===== config.mk =====
export PLATFORM = sky130hd
export DESIGN_NAME = ag_reuse_fill_gen
export DESIGN_NICKNAME = d
export VERILOG_FILES = /design/src/rtl/ag_pkg.sv /design/src/rtl/ag_lattice_point.sv /design/src/rtl/ag_min_pick.sv /design/src/rtl/ag_fill_ctrl.sv /design/src/rtl/ag_reuse_fill_gen.sv
export SDC_FILE = /design/constraint.sdc
export NUM_CORES = 1
export LEC_CHECK = 0
export ABC_AREA = 1
export BUFFER_PORTS_ARGS = -buffer_cell sky130_fd_sc_hd__buf_2
export CORE_AREA = 2 2 49 51
export CTS_BUF_LIST = sky130_fd_sc_hd__clkbuf_8 sky130_fd_sc_hd__clkbuf_16
export DETAILED_ROUTE_END_ITERATION = 12
export DIE_AREA = 0 0 51 53
export SLEW_MARGIN = 10
export SYNTH_ARGS = -nofsm -noshare
export SYNTH_HDL_FRONTEND = slang
export SYNTH_SLANG_ARGS = --single-unit
export TNS_END_PERCENT = 100

===== constraint.sdc =====
create_clock -name clk -period 2.1 [get_ports clk]
set_clock_uncertainty 0.1 [all_clocks]
set_input_delay 0.42 -clock clk [delete_from_list [all_inputs] [get_ports clk]]
set_output_delay 0.42 -clock clk [all_outputs]
set_load 0.03 [all_outputs]

===== src/rtl/ag_pkg.sv =====
package ag_pkg;

  typedef enum logic [1:0] {
    FILL_IDLE = 2'd0,
    FILL_RUN  = 2'd1,
    FILL_DONE = 2'd2
  } fill_state_e;

  // Affine access function evaluated at 32 bits; callers truncate.
  function automatic logic [31:0] lattice_addr(
    input logic [31:0] base,
    input logic [31:0] ci,
    input logic [31:0] cj,
    input logic [31:0] ck,
    input logic [31:0] i,
    input logic [31:0] j,
    input logic [31:0] k
  );
    return base + ci * i + cj * j + ck * k;
  endfunction

endpackage


===== src/rtl/ag_lattice_point.sv =====
// One fixed point (PI, PJ) of the inner iteration box: its address for the
// latched outer iterator, and whether it lies strictly ahead of the cursor.
module ag_lattice_point
  import ag_pkg::*;
#(
  parameter int unsigned AW   = 16,
  parameter int unsigned KW   = 4,
  parameter int unsigned BASE = 0,
  parameter int unsigned CI   = 2,
  parameter int unsigned CJ   = 4,
  parameter int unsigned CK   = 16,
  parameter int unsigned PI   = 0,
  parameter int unsigned PJ   = 0
) (
  input  logic [KW-1:0] fill_k,
  input  logic [AW-1:0] cur_addr,
  output logic [AW-1:0] pt_addr,
  output logic          pt_ahead
);

  always_comb begin
    pt_addr  = AW'(lattice_addr(32'(BASE), 32'(CI), 32'(CJ), 32'(CK),
                                32'(PI), 32'(PJ), 32'(fill_k)));
    // sign of (pt_addr - cur_addr - 1)
    pt_ahead = (pt_addr > cur_addr);
  end

endmodule


===== src/rtl/ag_min_pick.sv =====
// Chain reduction: the smallest candidate address among those flagged ahead.
// Ties keep the lower candidate index.
module ag_min_pick #(
  parameter int unsigned N  = 6,
  parameter int unsigned AW = 16,
  parameter int unsigned IW = 2,
  parameter int unsigned JW = 1
) (
  input  logic [N-1:0]         cand_ok,
  input  logic [N-1:0][AW-1:0] cand_addr,
  input  logic [N-1:0][IW-1:0] cand_i,
  input  logic [N-1:0][JW-1:0] cand_j,
  output logic                 pick_found,
  output logic [IW-1:0]        pick_i,
  output logic [JW-1:0]        pick_j
);

  logic [N-1:0]         best_ok;
  logic [N-1:0][AW-1:0] best_addr;
  logic [N-1:0][IW-1:0] best_i;
  logic [N-1:0][JW-1:0] best_j;

  genvar n;
  generate
    for (n = 0; n < N; n++) begin : g_stage
      if (n == 0) begin : g_first
        always_comb begin
          best_ok[n]   = cand_ok[n];
          best_addr[n] = cand_addr[n];
          best_i[n]    = cand_i[n];
          best_j[n]    = cand_j[n];
        end
      end else begin : g_rest
        logic take;
        always_comb begin
          take = cand_ok[n] && (!best_ok[n-1] || (cand_addr[n] < best_addr[n-1]));
          best_ok[n]   = best_ok[n-1] | cand_ok[n];
          best_addr[n] = take ? cand_addr[n] : best_addr[n-1];
          best_i[n]    = take ? cand_i[n]    : best_i[n-1];
          best_j[n]    = take ? cand_j[n]    : best_j[n-1];
        end
      end
    end
  endgenerate

  assign pick_found = best_ok[N-1];
  assign pick_i     = best_i[N-1];
  assign pick_j     = best_j[N-1];

endmodule


===== src/rtl/ag_fill_ctrl.sv =====
// Fill sequencing: iterator state, latched outer iterator, handshake, done.
module ag_fill_ctrl
  import ag_pkg::*;
#(
  parameter int unsigned KW = 4,
  parameter int unsigned IW = 2,
  parameter int unsigned JW = 1
) (
  input  logic          clk,
  input  logic          rst_n,
  input  logic          start,
  input  logic [KW-1:0] outer_k,
  input  logic          addr_ready,
  input  logic          nxt_found,
  input  logic [IW-1:0] nxt_i,
  input  logic [JW-1:0] nxt_j,
  output logic [IW-1:0] cur_i,
  output logic [JW-1:0] cur_j,
  output logic [KW-1:0] fill_k,
  output logic          addr_valid,
  output logic          done
);

  fill_state_e state_q, state_d;
  logic [IW-1:0] i_d;
  logic [JW-1:0] j_d;
  logic          iter_en;
  logic          k_en;
  logic          restart;
  logic          accept;

  always_comb begin
    restart = start || ((state_q != FILL_IDLE) && (outer_k != fill_k));
    accept  = (state_q == FILL_RUN) && addr_ready;

    state_d = state_q;
    if (restart) begin
      state_d = FILL_RUN;
    end else if (accept) begin
      state_d = nxt_found ? FILL_RUN : FILL_DONE;
    end

    iter_en = restart || (accept && nxt_found);
    i_d     = restart ? '0 : nxt_i;
    j_d     = restart ? '0 : nxt_j;
    k_en    = restart;
  end

  always_ff @(posedge clk or negedge rst_n) begin
    if (!rst_n) begin
      state_q <= FILL_IDLE;
    end else begin
      state_q <= state_d;
    end
  end

  always_ff @(posedge clk or negedge rst_n) begin
    if (!rst_n) begin
      cur_i <= '0;
      cur_j <= '0;
    end else if (iter_en) begin
      cur_i <= i_d;
      cur_j <= j_d;
    end
  end

  always_ff @(posedge clk or negedge rst_n) begin
    if (!rst_n) begin
      fill_k <= '0;
    end else if (k_en) begin
      fill_k <= outer_k;
    end
  end

  assign addr_valid = (state_q == FILL_RUN);
  assign done       = (state_q == FILL_DONE);

endmodule


===== src/rtl/ag_reuse_fill_gen.sv =====
module ag_reuse_fill_gen
  import ag_pkg::*;
#(
  parameter int unsigned AW   = 16,
  parameter int unsigned KW   = 4,
  parameter int unsigned I_N  = 3,
  parameter int unsigned J_N  = 2,
  parameter int unsigned BASE = 0,
  parameter int unsigned CI   = 2,
  parameter int unsigned CJ   = 4,
  parameter int unsigned CK   = 16
) (
  input  logic          clk,
  input  logic          rst_n,
  input  logic          start,
  input  logic [KW-1:0] outer_k,
  input  logic          addr_ready,
  output logic          addr_valid,
  output logic [AW-1:0] addr,
  output logic          done
);

  localparam int unsigned IW = (I_N > 1) ? $clog2(I_N) : 1;
  localparam int unsigned JW = (J_N > 1) ? $clog2(J_N) : 1;
  localparam int unsigned NP = I_N * J_N;

  logic [IW-1:0] cur_i;
  logic [JW-1:0] cur_j;
  logic [KW-1:0] fill_k;
  logic [AW-1:0] cur_addr;

  logic [NP-1:0]         pt_ok;
  logic [NP-1:0][AW-1:0] pt_addr;
  logic [NP-1:0][IW-1:0] pt_i;
  logic [NP-1:0][JW-1:0] pt_j;

  logic          nxt_found;
  logic [IW-1:0] nxt_i;
  logic [JW-1:0] nxt_j;

  assign cur_addr = AW'(lattice_addr(32'(BASE), 32'(CI), 32'(CJ), 32'(CK),
                                     32'(cur_i), 32'(cur_j), 32'(fill_k)));

  genvar gi, gj;
  generate
    for (gj = 0; gj < J_N; gj++) begin : g_j
      for (gi = 0; gi < I_N; gi++) begin : g_i
        localparam int unsigned IDX = gj * I_N + gi;
        ag_lattice_point #(
          .AW(AW), .KW(KW), .BASE(BASE), .CI(CI), .CJ(CJ), .CK(CK),
          .PI(gi), .PJ(gj)
        ) u_pt (
          .fill_k   (fill_k),
          .cur_addr (cur_addr),
          .pt_addr  (pt_addr[IDX]),
          .pt_ahead (pt_ok[IDX])
        );
        assign pt_i[IDX] = IW'(gi);
        assign pt_j[IDX] = JW'(gj);
      end
    end
  endgenerate

  ag_min_pick #(.N(NP), .AW(AW), .IW(IW), .JW(JW)) u_pick (
    .cand_ok    (pt_ok),
    .cand_addr  (pt_addr),
    .cand_i     (pt_i),
    .cand_j     (pt_j),
    .pick_found (nxt_found),
    .pick_i     (nxt_i),
    .pick_j     (nxt_j)
  );

  ag_fill_ctrl #(.KW(KW), .IW(IW), .JW(JW)) u_ctrl (
    .clk        (clk),
    .rst_n      (rst_n),
    .start      (start),
    .outer_k    (outer_k),
    .addr_ready (addr_ready),
    .nxt_found  (nxt_found),
    .nxt_i      (nxt_i),
    .nxt_j      (nxt_j),
    .cur_i      (cur_i),
    .cur_j      (cur_j),
    .fill_k     (fill_k),
    .addr_valid (addr_valid),
    .done       (done)
  );

  assign addr = cur_addr;

endmodule


After elaboration in Yosys (flattened, before gate mapping)
Cells that the tools add are included.

storage, ports and cells
  bits in registers = 9
  input bits = 8
  word-level logic and storage cells = 67

operators by class
  magnitude comparators = 10
  add/sub/neg operators = 6
  mux-type cells = 17
  eq/ne operators = 3
  bitwise logic cells = 5
  reduce and logical (&&, ||, !) cells = 22

operators by type and width
  operator               number
  $gt A16 B9 Y1          4
  $lt A9 B16 Y1          4
  $mux W16               3
  $add A3 B8 Y9 const A  2
  $mux W2                8
  $add A2 B8 Y9 const A  1
  $add A4 B8 Y9          1
  $add A4 B8 Y9 const A  1
  $gt A8 B9 Y1           1
  $lt A9 B8 Y1           1
  $mux W9                1
  $logic_and A1 B1 Y1    8
  $logic_or A1 B1 Y1     7
  $logic_not A1 Y1       5
  $mux W1                5
  $or A1 B1 Y1           5
  $add A3 B3 Y4          1
  $ne A4 B4 Y1           1
  $reduce_bool A2 Y1     2
  $eq A2 B1 Y1 const B   1
  $eq A2 B2 Y1 const B   1

Longest topological paths before layout
Gate-level depths: netlist of the first run.

  word-level depth = 24
  mapped depth = 9
  mapped depth without buffers = 9

Modules after synthesis
A second synthesis of the first run with hierarchy kept.

unflattened totals
  cells, all modules = 871
  area total of the unflattened synthesis = 5147.4 µm²

by module, submodules not included
  module                                     instances  sequential area each (µm²)  cells each  area each (µm²)
  ag_min_pick                                1          0.0                         464         2686.3
  ag_lattice_point (g_j[0].g_i[2].u_pt ...)  2          0.0                         54          317.8
  ag_fill_ctrl                               1          225.2                       76          515.5
  ag_lattice_point (g_j[1].g_i[2].u_pt)      1          0.0                         53          316.6
  ag_lattice_point (g_j[0].g_i[1].u_pt)      1          0.0                         55          314.1
  ag_lattice_point (g_j[1].g_i[1].u_pt)      1          0.0                         53          301.5
  ag_lattice_point (g_j[0].g_i[0].u_pt)      1          0.0                         50          290.3
  ag_reuse_fill_gen                          1          0.0                         12          87.6

Worst setup path before layout of the first run
No wires, ideal clock.

  path type = register -> register
  start = reg u_ctrl.cur_i[1]
  end = reg u_ctrl.cur_j
  required time = 1.882 ns
  cell stages (with the launch flop) = 9
  path slack = 0.561 ns
  data arrival time = 1.321 ns
  clock period less this slack = 1.539 ns
  buffers on the path = 0
  path through = dfrtp_1 inv_1 ha_1 nand2_1 nand3_1 nand2_4 nor2_1 a21oi_1 nor2_1

between the ends
  longest elaborated chain between the ends = 24

RTL lines
  what                      line                     source
  start: declaration        ag_fill_ctrl.sv:17       output logic [IW-1:0] cur_i,
  start signal: assignment  ag_fill_ctrl.sv:62       cur_i <= i_d;
  $add A3 B3 Y4 *           ag_pkg.sv:19             return base + ci * i + cj * j + ck * k;
  $add A4 B8 Y9 *           ag_pkg.sv:19
  net addr[2]               ag_reuse_fill_gen.sv:19  output logic [AW-1:0] addr,
  $gt A8 B9 Y1              ag_lattice_point.sv:25   pt_ahead = (pt_addr > cur_addr);
  $logic_not A1 Y1          ag_min_pick.sv:36        take = cand_ok[n] && (!best_ok[n-1] || (cand_addr[n] < best_addr[n-1]));
  $logic_or A1 B1 Y1        ag_min_pick.sv:36
  $logic_and A1 B1 Y1       ag_min_pick.sv:36
  $mux W9                   ag_min_pick.sv:38        best_addr[n] = take ? cand_addr[n] : best_addr[n-1];
  [9 not listed]            n/a
  $logic_or A1 B1 Y1        ag_min_pick.sv:36
  $logic_and A1 B1 Y1       ag_min_pick.sv:36
  $mux W16                  ag_min_pick.sv:38
  $lt A9 B16 Y1             ag_min_pick.sv:36
  $logic_or A1 B1 Y1        ag_min_pick.sv:36
  $logic_and A1 B1 Y1       ag_min_pick.sv:36
  $mux W1                   ag_min_pick.sv:40        best_j[n] = take ? cand_j[n] : best_j[n-1];
  $mux W1                   ag_fill_ctrl.sv:45       j_d = restart ? '0 : nxt_j;
  end signal: assignment    ag_fill_ctrl.sv:63       cur_j <= j_d;
  end: declaration          ag_fill_ctrl.sv:18       output logic [JW-1:0] cur_j,

The timed path passes the listed nets; every way through them passes the cells marked *.
A chain may end at the register's enable or synchronous reset.

Worst setup path after layout of the first run
  start = reg u_ctrl.cur_j
  end = out addr[2]

between the ends
  longest elaborated chain between the ends = 2

RTL lines
  what              line
  $add A3 B3 Y4     ag_pkg.sv:19
  $add A4 B8 Y9     ag_pkg.sv:19
  end: declaration  ag_reuse_fill_gen.sv:19

Every way passes these cells.

==> results summary, run 1 <==
The share of final-layout standard cells stronger than drive strength 1 came out at around a quarter. Traced cell by cell, the critical path runs through inv_1, ha_1, buf_2. The number of enable-type register cells in the synthesized netlist came out at 0. After detailed routing, the met2 layer carries 525 um of wire. The required time of the worst setup path is 1.58 ns. The number of nets in the layout came out at 121. The clock tree from TritonCTS is yes. Clock tree synthesis selected as its root buffer the cell sky130_fd_sc_hd__clkbuf_8. The worst setup path is of the flip-flop to primary output kind. Setup violations remaining at the end of the flow were counted as 0. The final clock period utilization by the worst path is 79.4%. The largest fanout of any net on the critical path is 3. The highest attainable clock frequency is 600 MHz. For this run, asynchronously set or reset flops after synthesis account for 100%. The peak supply drop is approximately 320 uV. Synthesis produced a netlist whose cell count is 91. The number of slew-limit violations in the final report came to 0.

For this run, the slowest stage of the critical path takes 0.37 ns. The sum of routed wire length over all layers is around 1200 um. The netlist area before placement is roughly 630 um^2. The sum of met3 wire segment lengths after detailed routing came out at 75 um. The die covers 2700 um^2. The total I/O pin count is 26.

The combined area of the multi-input logic cells came out at 302 um^2. The flow ran to the end, and the final reports show no timing, DRC or antenna violations. The count of H-tree levels built during CTS is 1.

Summing over every cut layer, the via total after detailed routing is ~560. The vertical extent of the die is between 50 and 60 um. Summing the areas of all compound-gate instances in the mapped netlist gives 3.95% of the synthesized area.

The estimated wirelength of the detail-placed design is 903 um. Entering global routing, the biggest net connects 10 pins. The sequential area share after synthesis came out at 35.6%.

The filler cell count in the final layout came out at 233. The buffer count from post-CTS setup fixing came out at 0. The number of remaining DRC errors is 0. After detailed routing, no signal wire sits above met4.

In this design, the largest share of critical-path delay is due to flip-flops. The clock passes through at most 2 buffers. Buffers inserted during clock tree synthesis total 3.

The antenna diode count came out at 0. The first-pass GRT wire length is 1930 um. The number of antenna violations at the first check in global routing is 0. The average instance area after synthesis came out at around 7.0 um^2. Counting flops and latches in the post-synthesis netlist gives 9.

The top cell type's share of synthesized area came out at about 36%. The min-delay analysis places its worst path in the category primary input to flip-flop. The cell area power density is 652 nW/um^2. Dividing the detail-routed wire length by the instance count gives approximately 8.5 um. The kind of start point of the critical path is a flip-flop. From synthesis to final layout, the design area changed by 19.8%. Together, buffers and inverters on the worst path number 2. The final hold violation count came out at 0.

The final cell area excluding filler cells came out at 758 um^2. The proportion of synthesized area in mux cells came out at 0%. Clock latency on the worst-skew pair, taken at its later pin, is 0.24 ns. In this run the cell area measured after placement is around 700 um^2. In the final timing run, aggregate negative setup slack is 0 ns. Setup repair after global routing left no endpoint under its margin. The last weighted congestion value of the routability-driven placer came out at 0.770. The total overflow reported by the global router came out at 0.

The effective utilization at floorplan is 29.5%. The simple-gate share of the synthesized area came out at roughly 34%. After synthesis, the largest family of logic cells by area is simple AND/OR/NAND/NOR gates. The arrival time reported for the critical path endpoint came out at 1.15 ns. The total routing usage reported by global routing is between 10% and 20%.

The remaining antenna violation count came out at 0. The via density per instance is 4.07. The number of max-cap violations is 0. The number of I/O port buffers came out at 16.

The dominant synthesized flop cell is sky130_fd_sc_hd__dfrtp_1. The die width came out at around 51 um. The share of synthesized cell area in full adder, half adder and majority cells came out at 3.95%. The time the worst path needs with I/O delays and setup is roughly 1.7 ns. The via count of the first global-routing pass is 470. Clock-pin slew was measured on the worst setup and hold paths at approximately 0.050 ns. After the first detailed-routing iteration, the DRC count stood at 10.

The floorplan step defined a core boundary enclosing 2150 um^2. The synthesized netlist contains 17 unique library cells. sky130_fd_sc_hd__dfrtp_1 takes more of the synthesized area than any other cell.

Summing all flip-flop and latch instances after layout gives 225 um^2. By area the synthesized netlist is led by sky130_fd_sc_hd__dfrtp_1 36%, sky130_fd_sc_hd__nand2_1 15%, sky130_fd_sc_hd__buf_4 12%. The worst setup path is captured at a primary output. The clock drives 9 sinks.

The synthesis warning total came out at 0. In this run the core area contains 17 standard-cell rows. The detailed-routing iteration count for the pre-antenna-repair pass came out at 4.

The analysis attributes to cell leakage a power of 0.460 nW. The synthesized netlist devotes 0% of its cell area to XOR and XNOR gates. The length of routed wiring on met1 came out at 529 um. The largest individual stage delay along the critical path comes from the cell sky130_fd_sc_hd__dfrtp_1.
path summary, 6_finish.rpt:
check | depth (start not counted) | to | from | slack (ns)
max | 3 | addr[2] | u_ctrl.cur_j$_DFFE_PN0P_ | 0.43
min | 3 | u_ctrl.fill_k[1]$_DFFE_PN0N_ | outer_k[1] | 0.31
max reg2reg | 8 | u_ctrl.cur_j$_DFFE_PN0P_ | u_ctrl.cur_j$_DFFE_PN0P_ | 0.63
min reg2reg | 2 | u_ctrl.fill_k[2]$_DFFE_PN0N_ | u_ctrl.fill_k[2]$_DFFE_PN0N_ | 0.44
max in group asynchronous | 2 | u_ctrl.fill_k[2]$_DFFE_PN0N_ | rst_n | 1.26
min in group asynchronous | 2 | u_ctrl.cur_i[1]$_DFFE_PN0P_ | rst_n | 0.46
metrics by stage:
stage / hold slack, ns / cells / power [W] / setup WS (ns) / utilization, %
CTS: 0.304 / 138 / 0.000502 / 0.425 / 35.3
global placement: 0.185 / 133 / 0.000297 / 0.702 / 32.7
global route: 0.329 / 138 / 0.000524 / 0.386 / 35.3
floorplan: 0.0244 / 99 / 0.000284 / 0.561 / -
finish: 0.309 / 138 / 0.000495 / 0.432 / 35.3
detailed placement: 0.184 / 133 / 0.000298 / 0.641 / 32.7
report_power, final:
part	internal, W	leakage (nW)	switching (W)
sequential	0.000182	0.111	0.00000742
clock	0.000127	0.0269	0.0000710
combinational	0.0000277	0.322	0.0000787
total	0.000338	0.460	0.000157
Yosys cell counts, types with 2 or more instances:
cell type                  n
sky130_fd_sc_hd__buf_4    10
sky130_fd_sc_hd__inv_1    14
sky130_fd_sc_hd__ha_1      2
sky130_fd_sc_hd__nand2_1  26
sky130_fd_sc_hd__nand2_4   3
sky130_fd_sc_hd__nand3_1   6
sky130_fd_sc_hd__nor2_1   10
sky130_fd_sc_hd__o21ai_0   3
sky130_fd_sc_hd__dfrtp_1   9
state kept, by name (all words and copies together) (netlist names):
name	flops
u_ctrl.cur_i	2
u_ctrl.state_q	2
u_ctrl.cur_j	1
u_ctrl.fill_k	4
layer usage:
metal	GRT usage, %	up-vias
met5	0	-
li1	-	291
met4	9.46	0
met1	11.8	247
met3	2.82	5
met2	14.9	19
what timing repair did:
action / in CTS / in global routing
hold buffers: 1 / 0
gates resized for setup: 0 / 0
hold endpoints to repair: 9 / 0
cells in the final DEF, fill, tap and decap left out:
cell type	n
sky130_fd_sc_hd__nand2_1	26
sky130_fd_sc_hd__buf_2	16
sky130_fd_sc_hd__inv_1	15
sky130_fd_sc_hd__nor2_1	10
sky130_fd_sc_hd__conb_1	9
sky130_fd_sc_hd__dfrtp_1	9
sky130_fd_sc_hd__nand3_1	6
sky130_fd_sc_hd__nand2_4	3
sky130_fd_sc_hd__o21ai_0	3
sky130_fd_sc_hd__clkbuf_8	3
sky130_fd_sc_hd__ha_1	2
sky130_fd_sc_hd__inv_2	1
sky130_fd_sc_hd__nor2_2	1
sky130_fd_sc_hd__nand2_2	1
sky130_fd_sc_hd__clkinv_2	1
sky130_fd_sc_hd__nand4_1	1
sky130_fd_sc_hd__o21ai_1	1
sky130_fd_sc_hd__a21oi_1	1
sky130_fd_sc_hd__dlygate4sd3_1	1
tightest hold or removal path, delay by kind of cell:
kind                   cells  cell delay [ns]
buffers and inverters      1             0.10
AND/OR/NAND/NOR            2             0.09
area by class of cell:
cell class	instances	area share (%)
Clock buffer	3	5.45
Tap cell	28	4.62
Clock inverter	1	0.495
Sequential cell	9	29.7
Multi-Input combinational cell	64	39.8
Inverter	16	8.09
Timing Repair Buffer	17	11.9
cells by family (layout without fill, tap and decap cells):
family | after synthesis | after routing
flops | 9 | 9
other cells | 1 | 9
simple gates | 48 | 48
compound gates | 5 | 5
fa+ha+maj | 2 | 2
buf+inv | 26 | 37
Power figures use the tool's default switching activity.
==> run 2, diff against run 1 <==
clock period = 1.4 ns   (was 2.1 ns; I/O delays follow)
==> results summary, run 2 (same netlist as run 1, synthesis figures left out) <==
In the final layout, the registers with the most flip-flops are u_ctrl.fill_k: 4 flops, u_ctrl.cur_i: 2 flops, u_ctrl.state_q: 2 flops. The setup violation total in the final timing report is 3 (+3). The net switching share of the total power came out at 33.2% (+1.5 points). The area of the core is 2150 um^2 (unchanged). The number of flip-flops under the largest register name came to 4 (unchanged). The effective utilization at floorplan came out at 29.5% (unchanged). The share of final-layout standard cells stronger than drive strength 1 came out at 34.2% (+11 points).

The number of slew-limit violations in the final report is 0 (unchanged). The total overflow reported by the global router was 0 (unchanged). The number of max-cap violations came out at 0 (unchanged). The final hold violation count is 0 (unchanged). The first-pass GRT wire length is 2030 um (+5.4%).

The number of placed cells counting well taps came out at 134 (+0.75%). The cell-internal power is 0.000524 W (+55%). The final clock period utilization by the worst path is 103%. The total routing usage reported by global routing came out at 10.7% (+0.60 points). The library cell contributing the largest single delay on the critical path is sky130_fd_sc_hd__dfrtp_1. The floorplan row count is 17 (unchanged).

The number of antenna violations at the first check in global routing came to 0 (unchanged). The die width is 51 um (unchanged). Setup repair after global routing could not meet its margin everywhere. The delay of the slowest cell on the worst path was 0.38 ns (about the same). The last weighted congestion value of the routability-driven placer is 0.687 (-11%). The vertical extent of the die came out at 53 um (unchanged). STA classifies the critical path startpoint as a flip-flop.

The wire length per cell is 9.09 um (+6.6%). The number of buffers created by CTS came out at 3 (unchanged). The overall die area is 2700 um^2 (unchanged).

The worst setup path is captured at a primary output. The number of nets in the layout is 125 (+3.3%). The largest delay contributor family on the critical path is flip-flops.

The largest fanout of any net on the critical path came out at 4 (+1). The sequential share of power came out at 36.2% (-2.2 points). The area growth from synthesis to layout is 37.4%. The cell area power density came out at 903 nW/um^2 (+38%). The clock input transition at the sequential cells of the worst setup and hold paths was 0.06 ns (about the same). The count of H-tree levels built during CTS is 1 (unchanged). The clock share of power came out at 40.4% (+0.3 points).

The pin count of the biggest net entering global routing came to 10 (unchanged). The antenna diode count is 0 (unchanged). The number of remaining DRC errors came out at 0 (unchanged). The total number of clock tree sinks is 9 (unchanged). In the layout the commonest cells are 24 x sky130_fd_sc_hd__nand2_1, 14 x sky130_fd_sc_hd__buf_2, 13 x sky130_fd_sc_hd__inv_1. The tightest min-delay check is of the primary input to flip-flop type. The smallest setup slack after layout is -0.0454 ns (-0.477 ns). The flow ran to the end, but the final reports show violations.

The total number of vias came out at 561 (-0.18%). The via density per instance is 3.95 (-3.0%). Leaving out fill and tap cells, the most frequent cell in the layout is sky130_fd_sc_hd__nand2_1. The fraction of power consumed by combinational cells came out at 23.4% (+1.9 points).

The highest attainable clock frequency came out at roughly 700 MHz. The time the worst path needs with I/O delays and setup came out at 1.45 ns. The critical path goes through buf_4, ha_4, buf_6.

Clock tree synthesis selected as its root buffer the cell sky130_fd_sc_hd__clkbuf_8. The clock network latency to the later pin of the worst-skew pair is 0.24 ns (about the same). The buffers plus inverters on the worst setup path is 2 (unchanged). The remaining antenna violation count is 0 (unchanged). The deepest clock path buffer count is 2 (unchanged). The via count of the first global-routing pass came to 459 (-2.3%). The arrival time reported for the critical path endpoint was 1.07 ns (-0.08 ns). The leakage dissipation was 0.477 nW (+3.7%). The non-filler instance count after layout came out at 142 (+2.9%). The net switching power of the design came out at 0.000261 W (+66%). The worst hold margin was 0.165 ns (-0.145 ns).

TritonCTS built the clock tree. The detailed-routing iteration count for the pre-antenna-repair pass is 4 (unchanged). The required time of the worst setup path is 1.02 ns (-0.56 ns).

The count of routing violations after the opening detailed-route iteration is 11 (+1). The peak supply drop is 409 uV (+27%). The estimated wirelength of the detail-placed design is 927 um (+2.7%). The number of I/O port buffers is 16 (unchanged).

The final reports fail on negative setup slack. The classification of the worst setup path is flip-flop to primary output. The total I/O pin count is 26 (unchanged). The sum of routed wire length over all layers is 1290 um (+9.7%).

More flip-flops sit in one register than any other, and that register is u_ctrl.fill_k.
==> run 2: repair_timing <==
action | CTS | global route
buffers inserted | 2 | 1
hold buffers | 1 | 0
hold endpoints to repair | 9 | 0
resized for setup | 7 | 7
pin swaps | 2 | 5
endpoints found under the setup margin | 4 | 8
==> run 2: worst paths after layout <==
check | slack, ns | endpoint | cells after the start | from
setup / recovery | -0.05 | addr[3] | 3 | u_ctrl.cur_j$_DFFE_PN0P_
hold / removal | 0.16 | u_ctrl.fill_k[0]$_DFFE_PN0N_ | 3 | outer_k[0]
setup reg to reg | -0.02 | u_ctrl.cur_j$_DFFE_PN0P_ | 8 | u_ctrl.cur_i[1]$_DFFE_PN0P_
hold reg to reg | 0.44 | u_ctrl.state_q[1]$_DFFE_PN0P_ | 2 | u_ctrl.state_q[1]$_DFFE_PN0P_
max in group asynchronous | 0.68 | u_ctrl.fill_k[1]$_DFFE_PN0N_ | 2 | rst_n
min in group asynchronous | 0.32 | u_ctrl.state_q[1]$_DFFE_PN0P_ | 2 | rst_n
==> run 2: metrics by stage <==
stage / power [W] / util, % / worst slack, ns / area [um^2] / TNS [ns]
6_report: 0.000785 / 40.5 / -0.0454 / 870 / -0.105
5_1_grt: 0.000830 / 40.5 / -0.108 / 870 / -0.435
4_1_cts: 0.000774 / 38.3 / -0.0456 / 823 / -0.0985
3_5_place_dp: 0.000449 / 33.8 / -0.0110 / 726 / -0.0110
3_3_place_gp: 0.000446 / 33.8 / 0.0181 / 726 / 0
2_1_floorplan: 0.000427 / - / 0.000886 / 678 / 0
==> run 2: cell type report <==
type	count	area, um^2
Fill cell	227	1280
Multi-Input combinational cell	64	353
Sequential cell	9	225
Timing Repair Buffer	21	149
Inverter	16	61.3
Clock buffer	3	41.3
Tap cell	28	35.0
Clock inverter	1	5.00
==> run 2: power groups by stage <==
| stage | clock, W | sequential [W] | combinational (W) |
|---|---|---|---|
| floorplan | 0 | 0.000308 | 0.000119 |
| global placement | 0 | 0.000288 | 0.000158 |
| detailed placement | 0 | 0.000289 | 0.000160 |
| CTS | 0.000324 | 0.000284 | 0.000166 |
| global route | 0.000340 | 0.000287 | 0.000204 |
| finish | 0.000317 | 0.000284 | 0.000184 |
==> run 2: routing by layer <==
layer / vias up / GRT usage, % / part of all wire (%)
met5: - / 0 / 0
met4: 0 / 8.11 / 0
met3: 0 / 2.54 / 4.4
met2: 14 / 16.0 / 49
met1: 248 / 13.4 / 46
li1: 299 / - / -
==> run 2: tightest hold or removal path, delay by kind of cell <==
family | cells | cell delay, ns
simple gates | 2 | 0.09
buf+inv | 1 | 0.10
==> run 3, diff against run 2 <==
CORE_AREA = 2 2 45 57   (was 2 2 49 51)
DIE_AREA = 0 0 47 59   (was 0 0 51 53)
==> results summary, run 3 (same netlist as run 1, synthesis figures left out) <==
The run finished, with violations left. The final reports fail on negative setup slack. The slowest stage of the critical path belongs to the cell sky130_fd_sc_hd__dfrtp_1. The total I/O pin count came to 26 (unchanged). The antenna diode count came to 0 (unchanged). The type of destination of the critical path is a primary output. The cell area power density came to 894 nW/um^2 (-0.97%). The delay of the slowest cell on the worst path was 0.39 ns (about the same). STA classifies the critical path startpoint as a flip-flop. The remaining antenna violation count came out at 0 (unchanged).

The total number of vias came out at 561 (unchanged). The total number of clock tree sinks came out at 9 (unchanged). The number of antenna violations at the first check in global routing came out at 0 (unchanged).

The effective utilization at floorplan came out at 28.9% (-0.52 points). Ranked by flip-flop count, first place goes to u_ctrl.fill_k. The number of remaining DRC errors is 0 (unchanged). The clock root buffer is sky130_fd_sc_hd__clkbuf_8. The area taken by flip-flops and latches is 225 um^2 (unchanged). The share of final-layout standard cells stronger than drive strength 1 came out at 28.6% (-5.6 points). The largest fanout of any net on the critical path came out at 2 (-2). The number of nets in the layout came out at 123 (-1.6%).

The arrival time reported for the critical path endpoint is 1.05 ns (-0.02 ns). The estimated wirelength of the detail-placed design came to 1010 um (+8.6%). The deepest clock path buffer count came out at 2 (unchanged). The total routing usage reported by global routing came out at 10.1% (-0.63 points). The setup total negative slack came to -0.0779 ns (+0.0273 ns). The non-filler instance count after layout came to 143 (+0.70%). In the final layout, the registers with the most flip-flops are u_ctrl.fill_k: 4 flops, u_ctrl.cur_i: 2 flops, u_ctrl.state_q: 2 flops.

The via density per instance came out at 3.92 (-0.70%). The buffers plus inverters on the worst setup path was 2 (unchanged). The die width is 47 um (-7.8%). The worst hold path belongs to the class primary input to flip-flop. The overall die area came out at 2770 um^2 (+2.6%). The highest attainable clock frequency is 700 MHz (+1.2%). The signal on the critical path passes through inv_2, ha_4, buf_6. The final hold violation count is 0 (unchanged). The worst setup path is of the flip-flop to primary output kind.

The number of buffers created by CTS is 3 (unchanged). The clock input transition at the sequential cells of the worst setup and hold paths is 0.04 ns (-0.02 ns). The number of placed cells counting well taps is 137 (+2.2%). In the layout the commonest cells are 26 x sky130_fd_sc_hd__nand2_1, 14 x sky130_fd_sc_hd__inv_1, 13 x sky130_fd_sc_hd__buf_2, 10 x sky130_fd_sc_hd__nor2_1. The worst hold margin was 0.173 ns (+0.00817 ns). The setup violation total in the final timing report came out at 3 (unchanged). The required time of the worst setup path came out at 1.02 ns (about the same). The most common library cell in the layout ignoring fill and taps is sky130_fd_sc_hd__nand2_1.

The floorplan row count came out at 19 (+2). The detailed-routing iteration count for the pre-antenna-repair pass came out at 3 (-1). The peak supply drop came out at 460 uV (+12%). The synthesis-to-finish area growth came out at 30.4%. The number of max-cap violations was 0 (unchanged). The last weighted congestion value of the routability-driven placer is 0.755 (+9.9%). The number of flip-flops under the largest register name is 4 (unchanged). The clock network latency to the later pin of the worst-skew pair came out at 0.23 ns (about the same). The time the worst path needs with I/O delays and setup is 1.43 ns (-0.0167 ns). The combined area of the multi-input logic cells is 332 um^2 (-6.0%). The via count of the first global-routing pass came out at 516 (+12%). The pin count of the biggest net entering global routing was 10 (unchanged). Setup repair after global routing could not meet its margin everywhere. The sum of routed wire length over all layers came out at 1270 um (-1.8%). The count of H-tree levels built during CTS is 1 (unchanged). The smallest setup slack after layout came out at -0.0287 ns (+0.0167 ns). The total overflow reported by the global router is 0 (unchanged).

The number of slew-limit violations in the final report is 0 (unchanged). The final clock period utilization by the worst path came out at 102% (-1.2 points). The wire length per cell is 8.87 um (-2.5%).

The leakage dissipation is 0.473 nW (-0.84%). The area of the core came to 2190 um^2 (+1.8%). The utilization after layout came out at 37.8% (-2.7 points). The number of I/O port buffers came out at 16 (unchanged). TritonCTS built the clock tree. The count of routing violations after the opening detailed-route iteration is 7 (-4). The filler cell count in the final layout came out at 258 (+14%). Grouping stages by cell kind, the critical path spends the most delay in flip-flops.

The vertical extent of the die came out at 59 um (+11%). The first-pass GRT wire length came out at 1950 um (-4.1%). The post-placement setup slack came to -0.0441 ns (-0.0331 ns).
==> run 3: final cells by class <==
type | count | share of cell area [%]
clock buffers | 3 | 5.00
well taps | 31 | 4.70
inverters | 16 | 7.42
repair buffers | 19 | 15.0
clock inverters | 1 | 0.455
multi-input cells | 64 | 40.2
flip-flops and latches | 9 | 27.3
==> run 3: worst paths after layout <==
check / depth (start not counted) / to / slack (ns) / start
min reg2reg: 2 / u_ctrl.state_q[1]$_DFFE_PN0P_ / 0.46 / u_ctrl.state_q[1]$_DFFE_PN0P_
min: 3 / u_ctrl.fill_k[3]$_DFFE_PN0N_ / 0.17 / outer_k[3]
max: 3 / addr[2] / -0.03 / u_ctrl.cur_i[1]$_DFFE_PN0P_
max in group asynchronous: 2 / u_ctrl.cur_j$_DFFE_PN0P_ / 0.67 / rst_n
min in group asynchronous: 2 / u_ctrl.fill_k[2]$_DFFE_PN0N_ / 0.34 / rst_n
max reg2reg: 8 / u_ctrl.cur_j$_DFFE_PN0P_ / -0.02 / u_ctrl.cur_i[1]$_DFFE_PN0P_
==> run 3: routing by layer <==
metal	share of wire [%]	global-route usage [%]	vias up	wire length [um]
met5	0	0	-	0
met4	1.7	5.95	0	21
met3	5.0	3.66	3	64
met2	52	17.0	16	663
met1	41	10.3	247	519
li1	-	-	295	-
==> run 3: worst register-to-register path: cells and delay by family (launching register included) <==
kind	cells	cell delay (ns)
buf+inv	1	0.09
simple gates	5	0.41
fa+ha+maj	1	0.21
flops	1	0.39
compound gates	1	0.12
==> run 3: through the flow <==
stage	total power [W]	area (um^2)
2_1_floorplan	0.000427	678
3_3_place_gp	0.000446	729
3_5_place_dp	0.000450	729
4_1_cts	0.000753	818
5_1_grt	0.000788	826
6_report	0.000738	826
==> run 3: where the power goes <==
part	internal, W	switching, W	leakage, nW
clock network	0.000190	0.0000969	0.0269
registers	0.000274	0.0000114	0.111
logic	0.0000448	0.000121	0.335
total	0.000509	0.000229	0.473
==> run 3: repair_timing <==
item / 4_1_cts / 5_1_grt
pin swaps: 2 / 6
setup buffers: 1 / 0
resized for setup: 8 / 3
setup endpoints to repair: 5 / 9
hold buffers: 1 / 0
hold endpoints to repair: 9 / 0
